==> src/rtl/ctmr_pkg.sv <==
package ctmr_pkg;

  localparam int CNT_W  = 8;
  localparam int N_TICK = 4;
  localparam int SEL_W  = $clog2(N_TICK);
  localparam int ADDR_W = 2;

  typedef enum logic [1:0] {
    MODE_SPLIT = 2'b00,
    MODE_CASC  = 2'b01,
    MODE_SPL2  = 2'b10,
    MODE_SPL3  = 2'b11
  } mode_e;

  typedef struct packed {
    logic             run_hi;
    logic             run_lo;
    logic [SEL_W-1:0] sel_hi;
    logic [SEL_W-1:0] sel_lo;
    mode_e            mode;
  } ctrl_t;

  localparam int CTRL_W = $bits(ctrl_t);

  localparam logic [ADDR_W-1:0] A_CTRL = 2'd0;
  localparam logic [ADDR_W-1:0] A_CMPL = 2'd1;
  localparam logic [ADDR_W-1:0] A_CMPH = 2'd2;
  localparam logic [ADDR_W-1:0] A_OUTC = 2'd3;

  localparam int OUT_INV_BIT  = 0;
  localparam int OUT_LOAD_BIT = 1;
  localparam int OUT_VAL_BIT  = 2;

endpackage

==> src/rtl/ctmr_regs.sv <==
module ctmr_regs
  import ctmr_pkg::*;
#(
  parameter int W = CNT_W
) (
  input  logic              clk,
  input  logic              rst_n,
  input  logic              wr_en,
  input  logic [ADDR_W-1:0] wr_addr,
  input  logic [W-1:0]      wr_data,
  output ctrl_t             ctrl,
  output logic [W-1:0]      cmp_lo,
  output logic [W-1:0]      cmp_hi,
  output logic              armed,
  output logic              inv_en,
  output logic              ff_load,
  output logic              ff_load_val
);

  ctrl_t          ctrl_q, ctrl_d;
  logic [W-1:0]   cmpl_q, cmpl_d;
  logic [W-1:0]   cmph_q, cmph_d;
  logic           armed_q, armed_d;
  logic           inv_q, inv_d;

  always_comb begin
    ctrl_d  = ctrl_q;
    cmpl_d  = cmpl_q;
    cmph_d  = cmph_q;
    armed_d = armed_q;
    inv_d   = inv_q;
    if (wr_en) begin
      unique case (wr_addr)
        A_CTRL: ctrl_d = ctrl_t'(wr_data[CTRL_W-1:0]);
        A_CMPL: begin
          cmpl_d  = wr_data;
          armed_d = 1'b0;
        end
        A_CMPH: begin
          cmph_d  = wr_data;
          armed_d = 1'b1;
        end
        A_OUTC: inv_d = wr_data[OUT_INV_BIT];
        default: ;
      endcase
    end
  end

  always_ff @(posedge clk or negedge rst_n) begin
    if (!rst_n) begin
      ctrl_q  <= '0;
      cmpl_q  <= '0;
      cmph_q  <= '0;
      armed_q <= 1'b1;
      inv_q   <= 1'b0;
    end else begin
      ctrl_q  <= ctrl_d;
      cmpl_q  <= cmpl_d;
      cmph_q  <= cmph_d;
      armed_q <= armed_d;
      inv_q   <= inv_d;
    end
  end

  assign ctrl        = ctrl_q;
  assign cmp_lo      = cmpl_q;
  assign cmp_hi      = cmph_q;
  assign armed       = armed_q;
  assign inv_en      = inv_q;
  assign ff_load     = wr_en && (wr_addr == A_OUTC) && wr_data[OUT_LOAD_BIT];
  assign ff_load_val = wr_data[OUT_VAL_BIT];

  // a low-byte write leaves the pair disarmed
  a_r7_disarm_on_low: assert property (@(posedge clk) disable iff (!rst_n)
    (wr_en && wr_addr == A_CMPL) |=> !armed);

  // a high-byte write re-arms the pair
  a_r7_arm_on_high: assert property (@(posedge clk) disable iff (!rst_n)
    (wr_en && wr_addr == A_CMPH) |=> armed);

endmodule

==> src/rtl/ctmr_counter.sv <==
module ctmr_counter #(
  parameter int W = 8
) (
  input  logic         clk,
  input  logic         rst_n,
  input  logic         hold,
  input  logic         step,
  input  logic         clr,
  input  logic [W-1:0] cmp,
  output logic [W-1:0] cnt,
  output logic         eq_next
);

  logic [W-1:0] cnt_q, cnt_d, cnt_inc;

  assign cnt_inc = cnt_q + W'(1);

  always_comb begin
    cnt_d = cnt_q;
    if (hold || clr) begin
      cnt_d = '0;
    end else if (step) begin
      cnt_d = cnt_inc;
    end
  end

  always_ff @(posedge clk or negedge rst_n) begin
    if (!rst_n) begin
      cnt_q <= '0;
    end else begin
      cnt_q <= cnt_d;
    end
  end

  assign cnt     = cnt_q;
  assign eq_next = (cnt_inc == cmp);

  // a stopped timer sits at zero
  a_r4_hold_zero: assert property (@(posedge clk) disable iff (!rst_n)
    hold |=> (cnt == '0));

  // with neither step nor clear nor hold the count does not move
  a_r4_no_step_stable: assert property (@(posedge clk) disable iff (!rst_n)
    (!hold && !clr && !step) |=> $stable(cnt));

endmodule

==> src/rtl/ctmr_outff.sv <==
module ctmr_outff (
  input  logic clk,
  input  logic rst_n,
  input  logic load,
  input  logic load_val,
  input  logic toggle,
  output logic q
);

  logic ff_q, ff_d;

  always_comb begin
    ff_d = ff_q;
    if (load) begin
      ff_d = load_val;
    end else if (toggle) begin
      ff_d = ~ff_q;
    end
  end

  always_ff @(posedge clk or negedge rst_n) begin
    if (!rst_n) begin
      ff_q <= 1'b0;
    end else begin
      ff_q <= ff_d;
    end
  end

  assign q = ff_q;

  // a load wins over any toggle in the same cycle
  a_r10_load_wins: assert property (@(posedge clk) disable iff (!rst_n)
    load |=> (q == $past(load_val)));

  // the output only moves for a load or a toggle request
  a_r8_change_has_cause: assert property (@(posedge clk) disable iff (!rst_n)
    !$stable(q) |-> $past(load || toggle));

endmodule

==> src/rtl/cascade_timer.sv <==
module cascade_timer
  import ctmr_pkg::*;
(
  input  logic              clk,
  input  logic              rst_n,
  input  logic              wr_en,
  input  logic [ADDR_W-1:0] wr_addr,
  input  logic [CNT_W-1:0]  wr_data,
  input  logic [N_TICK-1:0] tick_in,
  output logic              irq_lo,
  output logic              irq_hi,
  output logic              tmr_out
);

  localparam int N_TMR = 2;

  // reset: asynchronous assert, synchronous release
  logic [1:0] rst_sync_q;
  logic       rst_s_n;

  always_ff @(posedge clk or negedge rst_n) begin
    if (!rst_n) begin
      rst_sync_q <= 2'b00;
    end else begin
      rst_sync_q <= {rst_sync_q[0], 1'b1};
    end
  end

  assign rst_s_n = rst_sync_q[1];

  ctrl_t            ctrl;
  logic [CNT_W-1:0] cmp_lo, cmp_hi;
  logic             armed, inv_en, ff_load, ff_load_val;

  ctmr_regs #(.W(CNT_W)) regs_i (
    .clk        (clk),
    .rst_n      (rst_s_n),
    .wr_en      (wr_en),
    .wr_addr    (wr_addr),
    .wr_data    (wr_data),
    .ctrl       (ctrl),
    .cmp_lo     (cmp_lo),
    .cmp_hi     (cmp_hi),
    .armed      (armed),
    .inv_en     (inv_en),
    .ff_load    (ff_load),
    .ff_load_val(ff_load_val)
  );

  logic [N_TMR-1:0] hold, step, clr, eq_next;
  logic [CNT_W-1:0] cnt [N_TMR];
  logic [CNT_W-1:0] cmp [N_TMR];

  assign cmp[0] = cmp_lo;
  assign cmp[1] = cmp_hi;

  for (genvar g = 0; g < N_TMR; g++) begin : g_tmr
    ctmr_counter #(.W(CNT_W)) cnt_i (
      .clk    (clk),
      .rst_n  (rst_s_n),
      .hold   (hold[g]),
      .step   (step[g]),
      .clr    (clr[g]),
      .cmp    (cmp[g]),
      .cnt    (cnt[g]),
      .eq_next(eq_next[g])
    );
  end

  logic casc;
  logic lo_step, hi_own_step, wrap_lo, hi_eq_now;
  logic pair_match, split_lo_match, split_hi_match;
  logic irq_lo_d, irq_hi_d, toggle;
  logic irq_lo_q, irq_hi_q;

  always_comb begin
    casc        = (ctrl.mode == MODE_CASC);
    lo_step     = ctrl.run_lo & tick_in[ctrl.sel_lo];
    hi_own_step = ctrl.run_hi & tick_in[ctrl.sel_hi];
    wrap_lo     = lo_step & (&cnt[0]);
    hi_eq_now   = (cnt[1] == cmp_hi);

    step[0] = lo_step;
    step[1] = casc ? wrap_lo : hi_own_step;

    // cascade: both byte comparators must agree on the next 16-bit value
    pair_match     = casc & armed & lo_step & eq_next[0] &
                     (wrap_lo ? eq_next[1] : hi_eq_now);
    split_lo_match = ~casc & step[0] & eq_next[0];
    split_hi_match = ~casc & step[1] & eq_next[1];

    clr[0]  = casc ? pair_match : split_lo_match;
    clr[1]  = casc ? pair_match : split_hi_match;
    hold[0] = ~ctrl.run_lo;
    hold[1] = casc ? ~ctrl.run_lo : ~ctrl.run_hi;

    irq_lo_d = split_lo_match;
    irq_hi_d = pair_match | split_hi_match;
    toggle   = inv_en & irq_hi_d;
  end

  always_ff @(posedge clk or negedge rst_s_n) begin
    if (!rst_s_n) begin
      irq_lo_q <= 1'b0;
      irq_hi_q <= 1'b0;
    end else begin
      irq_lo_q <= irq_lo_d;
      irq_hi_q <= irq_hi_d;
    end
  end

  ctmr_outff outff_i (
    .clk     (clk),
    .rst_n   (rst_s_n),
    .load    (ff_load),
    .load_val(ff_load_val),
    .toggle  (toggle),
    .q       (tmr_out)
  );

  assign irq_lo = irq_lo_q;
  assign irq_hi = irq_hi_q;

  // no low interrupt while cascaded
  a_r6_no_low_irq_cascade: assert property (@(posedge clk) disable iff (!rst_s_n)
    casc |=> !irq_lo);

  // a 16-bit match clears the pair and raises the high interrupt
  a_r8_pair_clears: assert property (@(posedge clk) disable iff (!rst_s_n)
    pair_match |=> (cnt[0] == '0 && cnt[1] == '0 && irq_hi));

  // a disarmed pair produces no high interrupt
  a_r7_disarmed_quiet: assert property (@(posedge clk) disable iff (!rst_s_n)
    (casc && !armed) |=> !irq_hi);

  // the high byte moves only on the low byte's wrap in cascade
  a_r5_high_follows_wrap: assert property (@(posedge clk) disable iff (!rst_s_n)
    (casc && ctrl.run_lo && !wrap_lo && !pair_match) |=> $stable(cnt[1]));

endmodule

==> config.mk <==
export PLATFORM = sky130hd
export DESIGN_NAME = cascade_timer
export DESIGN_NICKNAME = d
export VERILOG_FILES = /design/src/rtl/ctmr_pkg.sv /design/src/rtl/ctmr_regs.sv /design/src/rtl/ctmr_counter.sv /design/src/rtl/ctmr_outff.sv /design/src/rtl/cascade_timer.sv
export SDC_FILE = /design/constraint.sdc
export NUM_CORES = 1
export LEC_CHECK = 0
export ABC_AREA = 1
export BUFFER_PORTS_ARGS = -buffer_cell sky130_fd_sc_hd__buf_2
export CORE_UTILIZATION = 27
export CTS_CLUSTER_SIZE = 14
export DETAILED_ROUTE_END_ITERATION = 8
export GPL_ROUTABILITY_DRIVEN = 0
export SYNTH_ARGS = -nofsm -noshare
export SYNTH_HDL_FRONTEND = slang
export SYNTH_SLANG_ARGS = --single-unit
==> constraint.sdc <==
create_clock -name clk -period 1.7 [get_ports clk]
set_input_delay 0.085 -clock clk [delete_from_list [all_inputs] [get_ports clk]]
set_output_delay 0.085 -clock clk [all_outputs]
set_load 0.02 [all_outputs]
---- After elaboration in Yosys (flattened, before gate mapping) ----
Cells that the tools add are included.
word-level totals
  output and inout port bits .............. 3
  input bits .............................. 17
  register bits ........................... 47
  word-level logic and storage cells ...... 74
cells by class
  reduce and logical (&&, ||, !) cells .... 15
  order comparisons ....................... 2
  mux-type cells .......................... 16
  equality and inequality tests ........... 7
  bitwise operators ....................... 17
  add/subtract/negate cells ............... 2
operators with widths
  kind                 count
  $mux 8               4
  $eq 8x8->1           3
  $add 8x1->8 const B  2
  $and 1x1->1          12
  $reduce_and 2->1     5
  $mux 1               9
  $reduce_and 8->1     1
  $reduce_bool 2->1    4
  $lt 2x3->1 const B   2
  $bmux 1 s2           2
  $eq 2x1->1 const B   2
  $eq 2x2->1 const B   2
  $not 1->1            4
  $logic_and 1x1->1    2
  $logic_not 2->1      1
  $logic_or 1x1->1     2
  $pmux 1 s2           1
  $or 1x1->1           1

---- Depth between registers and ports, before layout ----
Gate-level depths: netlist (run 1).
  word-level depth ........................ 11
  mapped depth ............................ 16
  mapped depth without buffers ............ 16

---- By module ----
A second synthesis (run 1) with hierarchy kept.
unflattened totals
  cells, all modules ...................... 389
  area, all modules ....................... 2811.4 um^2
modules (own cells, without submodules)
  module         seq. area each (um^2)  instances  cells each  area each (um^2)
  ctmr_counter   200.2                  2          89          573.0
  ctmr_regs      651.9                  1          124         1127.3
  cascade_timer  100.1                  1          78          480.5
  ctmr_outff     25.0                   1          9           57.6

---- Worst setup path after synthesis (run 1) ----
Ideal clock, no wire load.
  path kind ............................... flip-flop to flip-flop
  start point ............................. reg g_tmr[1].cnt_i.cnt_q[0]
  end point ............................... reg outff_i.ff_q (netlist: outff_i.q)
  library setup time ...................... 117 ps
  buffers on the path ..................... 0
  cell stages (with the launch flop) ...... 12
  slack ................................... -169 ps
  period minus slack after synthesis ...... 1869 ps
  arrival ................................. 1752 ps
  required time ........................... 1583 ps
  cells stage by stage .................... dfrtp_1 > ha_1 > xor2_1 > or2_2 > nor2_1 > nand4_1 > nand2_1 > nand3_2 > nand2_2 > nand2_2 > nand3_1 > nand2_1
between the ends
  word-level cells in the longest chain between the ends .. 7
  elaborated cells on any way between the ends .. 9
  those cells by class .................... add/sub: 1; eq/ne: 2; mux: 1; bitwise: 4; reduce/logical: 1
RTL lines
  element                          line                 RTL
  from (decl)                      ctmr_counter.sv:14   logic [W-1:0] cnt_q, cnt_d, cnt_inc;
  from (signal assigned)           ctmr_counter.sv:31   cnt_q <= cnt_d;
  $add 8x1->8                      ctmr_counter.sv:16   assign cnt_inc = cnt_q + W'(1);
  $eq 8x8->1                       ctmr_counter.sv:36   assign eq_next = (cnt_inc == cmp);
  $mux 1                           cascade_timer.sv:88  (wrap_lo ? eq_next[1] : hi_eq_now);
  $and 1x1->1                      cascade_timer.sv:87  pair_match = casc & armed & lo_step & eq_next[0] &
  $or 1x1->1 (*)                   cascade_timer.sv:98  irq_hi_d = pair_match | split_hi_match;
  net irq_hi_d                     cascade_timer.sv:73  logic irq_lo_d, irq_hi_d, toggle;
  $and 1x1->1 (*)                  cascade_timer.sv:99  toggle = inv_en & irq_hi_d;
  $reduce_bool 2->1 (no line) (*)  --
  to (signal assigned)             ctmr_outff.sv:23     ff_q <= 1'b0;
  to (signal assigned)             ctmr_outff.sv:25     ff_q <= ff_d;
  to (decl)                        ctmr_outff.sv:10     logic ff_q, ff_d;
The timed path passes the listed nets; every way through them passes the cells marked *.
A chain may end at the register's enable or synchronous reset.

---- Final worst setup path (run 1) ----
  start point ............................. reg g_tmr[0].cnt_i.cnt_q[0]
  end point ............................... reg outff_i.ff_q (netlist: outff_i.q)
between the ends
  word-level cells in the longest chain between the ends .. 8
  elaborated cells on any way between the ends .. 13
  those cells by class .................... add/sub: 1; eq/ne: 1; mux: 2; bitwise: 7; reduce/logical: 2
RTL lines
  element                                                              line
  from (decl)                                                          ctmr_counter.sv:14
  from (signal assigned)                                               ctmr_counter.sv:31
  parallel branches: the longest is 5 deep, another holds $add 8x1->8  --
  $or 1x1->1 (*)                                                       cascade_timer.sv:98
  net irq_hi_d                                                         cascade_timer.sv:73
  $and 1x1->1 (*)                                                      cascade_timer.sv:99
  $reduce_bool 2->1 (no line) (*)                                      --
Mark *: on every way through the listed nets, which the timed path passes.

==> summary.md, run 1 <==
| Metric | Value |
|---|---|
| Status | `complete, but fails checks` |
| Failing checks | `negative setup slack` |
| Placement Setup Slack | `-211 ps` |
| Cell with the largest stage delay on the worst path | `dfrtp_1` |
| Worst-skew pair later-pin latency | `roughly 310 ps` |
| Synth-to-Final Area Change | `25.1%` |
| DR WL/cell | `roughly 11 um` |
| Buffers from clock root to sink, at most | `2` |
| Pwr Density | `936 nW/um2` |
| Synthesized area | `2710 um2` |
| Combinational share of power | `0.279` |
| Clock transition at path regs | `about 90 ps` |
| GRT Residual Overflow | `0` |
| Ys Warns | `0` |
| Crit Path Class | `reg2reg` |
| Final setup slack of the worst path | `-169 ps` |
| Clk pwr share | `0.274` |
| Tcrit/Tclk final | `1.10` |
| First-pass GRT wire length | `between 10,000 and 15,000 um` |
| Clock root buffer | `clkbuf_8` |
| Ports | `20` |
| DRT Pass-1 Iters | `5` |
| Yosys reg bits | `47` |
| Yosys top cell area share | `0.425` |
| Die ar. | `10,400 um2` |
| Largest net degree at the start of global routing | `26` |
| Initial core utilization | `0.277` |
| Vias in the first global route | `between 2,000 and 2,500` |
| VDD IR max | `slightly below 0.4 mV` |
| Antenna violations before repair | `0` |
| Clock Skews | `between 10 and 15 ps` |
| Vias | `around 2,400` |
| Core Region | `slightly below 10,000 um2` |
| Slew Viols, Final | `0` |
| Avg Inst Size Synth | `roughly 7.2 um2` |
| Avg Vias per Cell | `4.41` |
| Max H-tree Level | `2` |
| EDFF count, synth | `0` |
| Net Sw Frac | `0.332` |
| Die X-Extent | `between 100 and 150 um` |
| CP cell instances | `ha_4 > or2_4 > nand3b_1 > nand2_1 > nor2_1 > nand3_1 > nor2_4 > nand3_4 > nand2_4 > nand2_4 > nand3_2 > nand2_1` |
| Asr flop ratio synth | `1.00` |
| Endpoints failing setup | `19` |
| Fill cells | `1,022` |
| Number of distinct library cells after synthesis | `26` |
| Rows | `36` |
| Routed Antenna Nets | `0` |
| N_diodes | `0` |
| Fin cells | `552` |
| CP startpoint kind | `register` |
| Sequential Power Share | `0.447` |
| Min-delay worst type | `in2async` |
| RR Startpoint | `g_tmr[0].cnt_i.cnt[0]` |
| Post-Syn Instances | `roughly 380` |
| Worst-Margin Slew | `a little over 500 ps` |
| R2r worst-path depth | `12` |
| P_int | `between 2000 and 2500 uW` |
| CTS Sinks | `47` |
| RSZ-0062 raised after global routing | `yes` |
| Final Hold Fails | `0` |
| Die Ht | `just over 100 um` |
| Critical Path Fanout Max | `3` |
| FF-to-FF setup slack | `-170 ps` |
| Arr. time, crit path | `between 2000 and 2500 ps` |
| Sequential share of the synthesized area | `0.434` |
| Slew margin rel. | `0.663` |
| I/O Buffers | `19` |
| CTS tree | `yes` |
| DRC | `0` |
| Hpwl dp | `around 4700 um` |
| DR iter-0 viols | `136` |
| Min Tclk post-route | `approximately 1900 ps` |
| Area of the multi-input gates | `~1500 um2` |
| GRT Util Overall | `0.133` |
| Slowest cell delay on critical path | `430 ps` |
| Total Wirelength | `~6300 um` |
| Synth area leader | `dfrtp_1` |
| Top post-synthesis cells by area | `dfrtp_1, nand2_1, inv_1` |
| Worst r2r dst | `outff_i.q` |
| Placed cell count | `between 500 and 600` |
| CP Capture Type | `register` |
| Num CTS Buffers | `5` |
| Syn nets | `400` |
| Layout cells sized above 1 | `0.210` |
| Final #Nets | `441` |
| Static Leak | `0.00168 uW` |
| Main flop type after synthesis | `dfrtp_1` |
| P_sw | `approximately 1100 uW` |
| Sequential Area | `about 1200 um2` |
| Fmax | `around 0.53 GHz` |
| WP data required | `about 1900 ps` |
| Number of max-cap violations | `0` |
==> synth_stat cells, drive strengths merged (4+ instances only) <==
| cell type | n |
|---|---|
| o21ai | 36 |
| nand2 | 128 |
| nand4 | 6 |
| xnor2 | 4 |
| inv | 53 |
| a21oi | 5 |
| dfrtp | 46 |
| nor2 | 43 |
| nand3 | 27 |
| xor2 | 8 |
| ha | 6 |
| clkbuf | 4 |
==> routing by layer <==
metal	part of all wire	GRT usage	vias to the layer above
met3	0.023	0.0178	10
met2	0.45	0.208	36
li1	-	-	1255
met5	0	0	-
met4	0.017	0.0505	0
met1	0.51	0.186	1131
==> flip-flops by register name, summed over array words and instances (netlist names) <==
register	flops
g_tmr.cnt_i.cnt	16
regs_i.cmp_hi	8
regs_i.cmp_lo	8
regs_i.ctrl	8
rst_sync_q	2
irq_hi	1
irq_lo	1
outff_i.q	1
regs_i.armed	1
regs_i.inv_en	1
==> logic make-up (layout without fill, tap and decap cells) <==
group           Yosys count  count (layout)  synth area share
simple gates            210             210             0.333
buf+inv                  58             100            0.0808
flops                    47              47             0.434
compound gates           42              42            0.0803
xor+xnor                 12              12            0.0388
fa+ha+maj                 6               6            0.0277
other cells               1               1           0.00138
mux                       1               1           0.00415
==> worst max-delay path by stage <==
stage                     slack [ps]                  start               endpoint  cells after the start
after floorplan                  -70  g_tmr[0].cnt_i.cnt[1]              outff_i.q                     12
after global placement          -160  g_tmr[0].cnt_i.cnt[0]  g_tmr[1].cnt_i.cnt[1]                     10
after detailed placement        -210  g_tmr[0].cnt_i.cnt[0]  g_tmr[1].cnt_i.cnt[1]                     10
after CTS                       -210  g_tmr[1].cnt_i.cnt[0]  g_tmr[1].cnt_i.cnt[4]                      9
after global routing            -310  g_tmr[0].cnt_i.cnt[0]              outff_i.q                     15
final                           -170  g_tmr[0].cnt_i.cnt[0]              outff_i.q                     12
==> metrics by stage <==
step,utilization,TNS [ps],power (uW),cell area [um2],hold slack [ps]
floorplan,-,-641,1960,2720,-211
global placement,0.317,-2480,2200,3090,-129
detailed placement,0.317,-3350,2220,3090,-129
CTS,0.338,-3060,3140,3310,83.4
global route,0.347,-4850,3370,3390,98.3
finish,0.347,-2470,3170,3390,80.9
==> cell usage in the layout (no fill, tap or decap), drive strengths merged <==
cell         count
xor2             8
nand2          128
nand4            6
clkbuf           6
o21ai           36
dfstp            1
buf             38
conb             1
nand3           27
nor3b            1
inv             53
o211ai           1
nor2            43
mux2             1
clkinv           1
nand3b           2
dfrtp           46
a21oi            5
bufinv           1
or2              2
dlygate4sd3      1
nor3             1
xnor2            4
ha               6
==> critical path, delay by kind of cell, from the launching register on <==
kind | cells | cell delay [ps]
fa+ha+maj | 1 | 200
flops | 1 | 430
simple gates | 11 | 1150
==> power by group through the flow <==
stage	registers [uW]	clock network [uW]	logic (uW)
after global routing	1440	911	1010
after floorplan	1410	0	550
after detailed placement	1420	0	798
final	1420	869	887
after global placement	1420	0	782
after CTS	1410	884	843
==> what timing repair did <==
item	in CTS	in global routing
setup endpoints to repair	19	19
hold endpoints to repair	2	0
resized for setup	16	19
setup buffers	0	3
hold buffers	1	0
pin swaps	17	14
==> final cells by class <==
type,count,area share
Multi-Input combinational cell,272,0.429
Sequential cell,47,0.348
Timing Repair Buffer,39,0.0800
Inverter,53,0.0594
Tap cell,133,0.0490
Clock buffer,6,0.0243
Clock inverter,2,0.0103
No activity file was read; power rests on OpenSTA's default activity.
==> run 2: changes to the inputs <==
--- a/config.mk
+++ b/config.mk
@@ -13,4 +13,5 @@
 export GPL_ROUTABILITY_DRIVEN = 0
 export SYNTH_ARGS = -nofsm -noshare
 export SYNTH_HDL_FRONTEND = slang
+export SYNTH_HIERARCHICAL = 1
 export SYNTH_SLANG_ARGS = --single-unit
==> constraint.sdc (replaced) <==
create_clock -name clk -period 2.25 [get_ports clk]
set_input_delay 0.1125 -clock clk [delete_from_list [all_inputs] [get_ports clk]]
set_output_delay 0.1125 -clock clk [all_outputs]
set_load 0.02 [all_outputs]
==> run 2 against run 1 <==
  * The flow still finishes with violations (negative setup slack)
  * Die area increased by 3.6%
  * Wire length is 6.1% higher
  * Clock power down 16%
  * Critical endpoint is now g_tmr[1].cnt_i/cnt[5]
  * Highest routed layer unchanged
==> summary.md, run 2 <==
| Metric | Value |
|---|---|
| Asr flop ratio synth | `1.00 (unchanged)` |
| Synth area leader | `dfrtp_1 (unchanged)` |
| EDFF count, synth | `0 (unchanged)` |
| Post-Syn Instances | `389 (was 377)` |
| Avg Inst Size Synth | `7.23 um2 (was 7.19 um2)` |
| R2r worst-path depth | `18 (was 12)` |
| Worst-Margin Slew | `582 ps (was 504 ps)` |
| Net Sw Frac | `0.298 (was 0.332)` |
| Number of distinct library cells after synthesis | `29 (was 26)` |
| Slew Viols, Final | `0 (unchanged)` |
| CTS Sinks | `47 (unchanged)` |
| CTS tree | `yes (unchanged)` |
| Yosys reg bits | `47 (unchanged)` |
| Crit Path Class | `reg2reg (unchanged)` |
| WP data required | `2460 ps (was 1910 ps)` |
| Final setup slack of the worst path | `-5.46 ps (was -169 ps)` |
| Final Hold Fails | `0 (unchanged)` |
| Slew margin rel. | `0.612 (was 0.663)` |
| DR iter-0 viols | `156 (was 136)` |
| Yosys top cell area share | `0.409 (was 0.425)` |
| Clock Skews | `11.7 ps (was 10.2 ps)` |
| Pwr Density | `631 nW/um2 (was 936 nW/um2)` |
| Antenna violations before repair | `0 (unchanged)` |
| Endpoints failing setup | `2 (was 19)` |
| I/O Buffers | `19 (unchanged)` |
| Pwr Total | `2230 uW (was 3170 uW)` |
| Fin cells | `571 (was 552)` |
| Rows | `36 (unchanged)` |
| Arr. time, crit path | `2470 ps (was 2080 ps)` |
| P_sw | `664 uW (was 1060 uW)` |
| Vias in the first global route | `2,528 (was 2,319)` |
| Num CTS Buffers | `5 (unchanged)` |
| RSZ-0062 raised after global routing | `yes (unchanged)` |
| Most common cell after layout, fill and taps aside | `nand2_1 (unchanged)` |
| Vias | `2,569 (was 2,432)` |
| Core Region | `9950 um2 (was 9770 um2)` |
| Cell area after layout | `3530 um2 (was 3390 um2)` |
| Layout cells sized above 1 | `0.226 (was 0.210)` |
| Dominant cell by count in the synthesized netlist | `nand2_1 (unchanged)` |
| DRT Pass-1 Iters | `4 (was 5)` |
| Critical Path Fanout Max | `6 (was 3)` |
| Syn nets | `412 (was 400)` |
| Worst-skew pair later-pin latency | `300 ps (was 310 ps)` |
| Sequential share of the synthesized area | `0.419 (was 0.434)` |
| Clock root buffer | `clkbuf_8 (unchanged)` |
| Hold WS | `86.0 ps (was 80.9 ps)` |
| Die X-Extent | `104 um (was 102 um)` |
| Synth cell count leaders | `nand2_1, dfrtp_1, inv_1 (was nand2_1, inv_1, dfrtp_1)` |
| Placed cell count | `560 (was 540)` |
| First-pass GRT wire length | `11,600 um (was 10,700 um)` |
| Hold path cells | `3` |
| Number of flip-flops in the largest register | `16 (unchanged)` |
| Clock transition at path regs | `100 ps (was 90 ps)` |
| GRT Util Overall | `0.133 (about the same)` |
| Sequential Power Share | `0.459 (was 0.447)` |
| Hpwl dp | `4980 um (was 4670 um)` |
| Ports | `20 (unchanged)` |
| Number of max-cap violations | `0 (unchanged)` |
| CP Capture Type | `register (unchanged)` |
| N_diodes | `0 (unchanged)` |
| Initial core utilization | `0.282 (was 0.277)` |
| Min-delay worst type | `in2reg (was in2async)` |
| Static Leak | `0.00175 uW (was 0.00168 uW)` |
| Buffers from clock root to sink, at most | `2 (unchanged)` |
| P_int | `1570 uW (was 2120 uW)` |
| Tcrit/Tclk final | `1.00 (was 1.10)` |
| Synthesized area | `2810 um2 (was 2710 um2)` |
| Leading cell types in the layout, fill and taps excluded | `nand2_1, inv_1, dfrtp_1, nand3_1, buf_4 (was nand2_1, inv_1, dfrtp_1, nor2_1, o21ai_0)` |
| DR WL/cell | `11.7 um (was 11.4 um)` |
| Top post-synthesis cells by area | `dfrtp_1, nand2_1, nand3_1 (was dfrtp_1, nand2_1, inv_1)` |
| DRC | `0 (unchanged)` |
| Total Wirelength | `6690 um (was 6300 um)` |
| Ys Warns | `6 (was 0)` |
| Fmax | `0.443 GHz (was 0.535 GHz)` |
| GRT Residual Overflow | `0 (unchanged)` |
| Largest net degree at the start of global routing | `32 (was 26)` |
| Area after DPL | `3230 um2 (was 3090 um2)` |
| Synth-to-Final Area Change | `25.7% (was 25.1%)` |
| Min Tclk post-route | `2260 ps (was 1870 ps)` |
| Die Ht | `104 um (was 102 um)` |
| Avg Vias per Cell | `4.50 (was 4.41)` |
| Routed Antenna Nets | `0 (unchanged)` |
| Combinational share of power | `0.212 (was 0.279)` |
| Max H-tree Level | `2 (unchanged)` |
| VDD IR max | `0.238 mV (was 0.395 mV)` |
| Main flop type after synthesis | `dfrtp_1 (unchanged)` |
| Final #Nets | `460 (was 441)` |
| Failing checks | `negative setup slack (unchanged)` |
| CP startpoint kind | `register (unchanged)` |
| Clk pwr share | `0.329 (was 0.274)` |
| Status | `complete, but fails checks (unchanged)` |
| Die ar. | `10,800 um2 (was 10,400 um2)` |
| Setup TNS Final | `-7.24 ps (was -2470 ps)` |
-- run 2: cell types whose count changed after synthesis, sizes merged, moves of 5 or more --
| cell | previous run | this run |
|---|---|---|
| o22ai | 0 | 10 |
| buf | 1 | 7 |
| xnor2 | 4 | 9 |
| nor2 | 43 | 26 |
| o21ai | 36 | 11 |
| inv | 53 | 47 |
| nand3 | 27 | 47 |
| nand3b | 2 | 8 |
| nand2 | 128 | 160 |
| xor2 | 8 | 2 |
-- run 2: worst max-delay path, stage by stage (launching register included) --
cell     delay, ps
dfrtp_1        430
ha_4           190
buf_4          130
nand3_1        110
nand2_1         80
nand2_1         90
nand2_1         50
nand2_1         60
nor2_1          40
nand2_1         70
nor2_2          40
inv_1           50
nand4_1        100
nand3_2        140
nand2_2         80
nor2_4         140
nand2_2         80
buf_6          150
o22ai_1        130
-- run 2: kinds of logic after synthesis --
kind of cell,count (synthesis),synth area share
simple gates,244,0.381
buf+inv,54,0.0810
flops,47,0.419
compound gates,26,0.0565
xor+xnor,11,0.0343
fa+ha+maj,6,0.0267
other cells,1,0.00133
-- run 2: stage by stage --
stage	setup slack, ps	utilization
after floorplan	1.20	-
after CTS	-3.46	0.347
final	-5.46	0.355
after global routing	-215	0.355
after global placement	-155	0.325
after detailed placement	-215	0.325
-- run 2: metal layers --
metal	global-route usage	wire [um]
met1	0.194	3370
met2	0.198	3020
met3	0.0182	239
met4	0.0480	65
met5	0	0
-- run 2: power groups by stage --
stage / Clock, uW / Sequential [uW] / Combinational, uW
floorplan: 0 / 1030 / 291
global placement: 0 / 1040 / 414
detailed placement: 0 / 1040 / 424
CTS: 763 / 1020 / 449
global route: 794 / 1040 / 538
finish: 734 / 1020 / 472
-- run 2: worst paths after layout --
kind,startpoint,end,slack (ps)
max reg2reg,g_tmr[1].cnt_i/cnt[1],g_tmr[1].cnt_i/cnt[5],-5
min,wr_data[1],regs_i/cmp_hi[1],90
max in group asynchronous,rst_sync_q[1],regs_i/armed,1470
min in group asynchronous,rst_n,rst_sync_q[1],110
max,g_tmr[1].cnt_i/cnt[1],g_tmr[1].cnt_i/cnt[5],-5
min reg2reg,rst_sync_q[1],g_tmr[1].cnt_i/cnt[1],210
-- run 2: cell type report --
cell class / count / area, um2
clock inverters: 3 / 67.6
well taps: 133 / 166
inverters: 47 / 176
multi-input cells: 288 / 1540
repair buffers: 48 / 335
flip-flops and latches: 47 / 1180
fillers: 1066 / 6420
clock buffers: 5 / 68.8
-- run 2: what timing repair did --
action | in CTS | in global routing
setup endpoints to repair | 17 | 17
buffers inserted | 1 | 1
hold endpoints to repair | 2 | 0
pin swaps | 18 | 14
hold buffers | 1 | 0
resized for setup | 22 | 20
